<file path="src/rtl/slice_alu.sv">
module slice_alu #(
  parameter int WIDTH = 8
) (
  input  logic [WIDTH-1:0] a,
  input  logic [WIDTH-1:0] b,
  input  logic [1:0]       func,
  input  logic             a_en,
  input  logic             b_en,
  input  logic             a_inv,
  input  logic             cin_inc,
  output logic [WIDTH-1:0] result,
  output logic             cout,
  output logic             neg,
  output logic             zero
);
  logic [WIDTH:0] carry;

  assign carry[0] = cin_inc;

  for (genvar i = 0; i < WIDTH; i++) begin : g_slice
    logic ae, be, half;
    assign ae   = (a[i] & a_en) ^ a_inv;
    assign be   = b[i] & b_en;
    assign half = ae ^ be;
    assign carry[i+1] = (ae & be) | (carry[i] & half);
    always_comb begin
      case (func)
        2'b00:   result[i] = ae & be;
        2'b01:   result[i] = ae | be;
        2'b10:   result[i] = ~be;
        default: result[i] = half ^ carry[i];
      endcase
    end
  end

  assign cout = carry[WIDTH];
  assign neg  = result[WIDTH-1];
  assign zero = ~|result;
endmodule

</file>
<file path="config.mk">
export PLATFORM = sky130hd
export DESIGN_NAME = slice_alu
export DESIGN_NICKNAME = d
export VERILOG_FILES = /design/src/rtl/slice_alu.sv
export SDC_FILE = /design/constraint.sdc
export NUM_CORES = 1
export LEC_CHECK = 0
export ABC_AREA = 0
export BUFFER_PORTS_ARGS = -buffer_cell sky130_fd_sc_hd__buf_4
export CAP_MARGIN = 20
export CORE_MARGIN = 10
export CORE_UTILIZATION = 58
export DETAILED_ROUTE_END_ITERATION = 10
export GPL_ROUTABILITY_DRIVEN = 0
export PLACE_DENSITY = 0.92
export SETUP_SLACK_MARGIN = 0.2
export SLEW_MARGIN = 20
export SYNTH_ARGS = -nofsm -noshare
export SYNTH_HDL_FRONTEND = slang
export SYNTH_SLANG_ARGS = --single-unit
</file>
<file path="constraint.sdc">
create_clock -name vclk -period 17.4
set_clock_uncertainty 0.05 [all_clocks]
set_input_delay 3.48 -clock vclk [all_inputs]
set_output_delay 3.48 -clock vclk [all_outputs]
set_load 0.02 [all_outputs]
</file>
==> impl_metrics.toml <==
[synthesis]
synth_compound_area_frac = 0.134
synthSimpleGateAreaFrac = 0.185
synth_top_family_by_area = "adder cells"
syn_avg_cell_area_sq_um = 7.51
synthCells = 128
synth_xor_xnor_area_share = 0.0729
synth_area_sq_um = 961
synthAdderAreaFrac = 0.375
ys_seq_area_frac = 0
muxShareOfSynthArea = 0.0807
yosys.cell_types.count = 32
synth_nets = 174
yosys_warnings = 0

[worst_hold_path]
hp-class = "input port to output pin"
holdPathStages = 3
worst_hold_path.endpoint = "result[4]"
min-delay-start = "func[1]"

[final_layout]
num_antenna_cells = 0
fillers = 122
stdcell_area_sq_mm = 0.00118
clkbuf_count = 0
syn_to_final_growth_pct = 23.2
final_util = 0.768
drive_gt1_frac = 0.320
seq_cells = 0
nets = 201
mostFrequentLayoutCell = "buf_4"
seq_area_sq_um = 0
mostFrequentLayoutCells = "33 x buf_4, 24 x nand2_1, 19 x inv_1, 16 x ha_1"

[die]
io_pins = 33
start_util = 0.623
die_h_um = 60.7
num_rows = 14
core_sq_mm = 0.00154
die_area_sq_mm = 0.00369
chipWidth_um = 60.7

[global_routing]
antenna_found_initial = 0
grt_pass1_wl_mm = 4.00
grt_pass1_vias = 954
grt_max_degree = 25
grt_overflow = 0
grt_usage = 0.132

[timing]
slew_headroom = 0.726
worst_slack_ns = 5.59
layout_min_cycle_time_ns = 11.81
max_freq_ghz = 0.0846
slew_violations = 0
tightest_slew_ns = 0.408
tns_ns = 0
rsz0062_at_grt = "false"
setup_viol = 0
fin_crit_sh = 0.679
hold_viol = 0

[placement]
port_buffers = 33
dp_hpwl_mm = 2.10
pre_cts_ws_ns = 5.57
dpl_cell_area_sq_mm = 0.00118

[worst_setup_path]
slowest_delay_ns = 0.50
path_cells = "buf_4, nand2_1, xnor2_1, inv_2, fa_1, fa_1, inv_1, fa_1, inv_1, fa_1, fa_1, fa_1, fa_1, inv_1, fa_1, mux4_2, or3_1, nor4_2, buf_4"
worst_ep_required_time_ns = 13.87
worstSetupStartpointType = "input port"
worstPathArrival_ns = 8.28
cp_max_fo = 8
end_kind = "output pin"
path_common_cell = "fa_1"
critical_path_class = "input port to output pin"
slowest_stage = "mux4_2"

[drt]
route.detailed.drc = 0
vias = 922
detail-route-antenna-nets = 0
post_drt_wl_per_cell_um = 14.1
totalWireLength_mm = 2.39
drt-initial-drc-count = 23
viasPerCell = 5.46
dr.pass1.iters = 4

[run_status]
status = "finished clean"

[clock_tree]
cts_hold_buffers = 0
cts-resized-gates = 0
post_cts_buffers = 0

[flow_run]
max_cap_violations = 0

[power]
finalPower_w = 0.0000443
p_per_area_mw_per_mm2 = 37.5
leakage_nw = 0.648
ir_drop_mv = 0.0242
-- synth_stat cells --
master / count / area, sq um
or2_2: 1 / 6.26
nor2_1: 2 / 7.51
o311ai_0: 1 / 8.76
buf_6: 1 / 11.3
nand2b_1: 2 / 12.5
nand2_2: 1 / 6.26
xor2_1: 1 / 8.76
ha_1: 16 / 200
buf_2: 3 / 15.0
and3_2: 1 / 7.51
clkbuf_1: 3 / 11.3
nand2_1: 24 / 90.1
or3_1: 1 / 6.26
mux2i_1: 1 / 10.0
nor4_2: 1 / 12.5
inv_2: 8 / 30.0
a21oi_1: 5 / 25.0
o21bai_1: 1 / 7.51
buf_4: 1 / 7.51
inv_1: 19 / 71.3
o21ai_1: 4 / 20.0
o221ai_1: 2 / 17.5
or2_1: 2 / 12.5
xnor2_1: 7 / 61.3
o211ai_1: 3 / 22.5
nand3_1: 1 / 5.00
fa_1: 8 / 160
o21ai_0: 2 / 10.0
nand2_4: 1 / 11.3
mux4_2: 3 / 67.6
o41ai_1: 1 / 8.76
o32ai_1: 1 / 8.76
-- through the flow --
step,std cells,hold WS (ns)
3_3_place_gp,169,7.36
3_5_place_dp,169,7.36
4_1_cts,169,7.37
5_1_grt,169,7.40
2_1_floorplan,128,7.14
6_report,169,7.36
-- cells by family (layout without fill, tap and decap cells) --
kind of cell	Yosys count	count (layout)
buffers and inverters	35	60
adder cells (fa/ha/maj)	24	24
XOR/XNOR	8	8
AO/OA/AOI/OAI	20	20
multiplexers	4	4
AND/OR/NAND/NOR	37	37
-- per-layer routing --
metal / vias up / GRT usage / part of all wire
met1: 435 / 0.146 / 0.38
met3: 2 / 0.0397 / 0.093
li1: 449 / - / -
met4: 0 / 0.0157 / 0.011
met5: - / 0 / 0
met2: 36 / 0.246 / 0.51
-- where the power goes --
| part | total (W) | internal (W) | leakage (nW) | switching [W] |
|---|---|---|---|---|
| registers | 0 | 0 | 0 | 0 |
| clock network | 0 | 0 | 0 | 0 |
| logic | 0.0000443 | 0.0000198 | 0.648 | 0.0000245 |
-- cell type report --
type                       instances  area [sq um]  share of cell area
timing repair buffer              33           248               0.209
inverter                          27           101              0.0856
tap                               16          20.0              0.0169
multi-input combinational         93           815               0.688
-- how the worst max path moves through the flow --
stage                     endpoint  startpoint  slack, ns
after detailed placement      zero        a_en       5.57
after global placement        zero        a_en       5.71
final                         zero        a_en       5.59
after CTS                     zero        a_en       5.57
after global routing          zero        a_en       5.37
after floorplan               zero       a_inv       5.52
-- critical path, delay by kind of cell --
kind	cells	cell delay (ns)
mux	1	0.50
buf+inv	6	0.60
xor+xnor	1	0.25
simple gates	3	0.58
fa+ha+maj	8	2.86
Power figures use the tool's default switching activity.
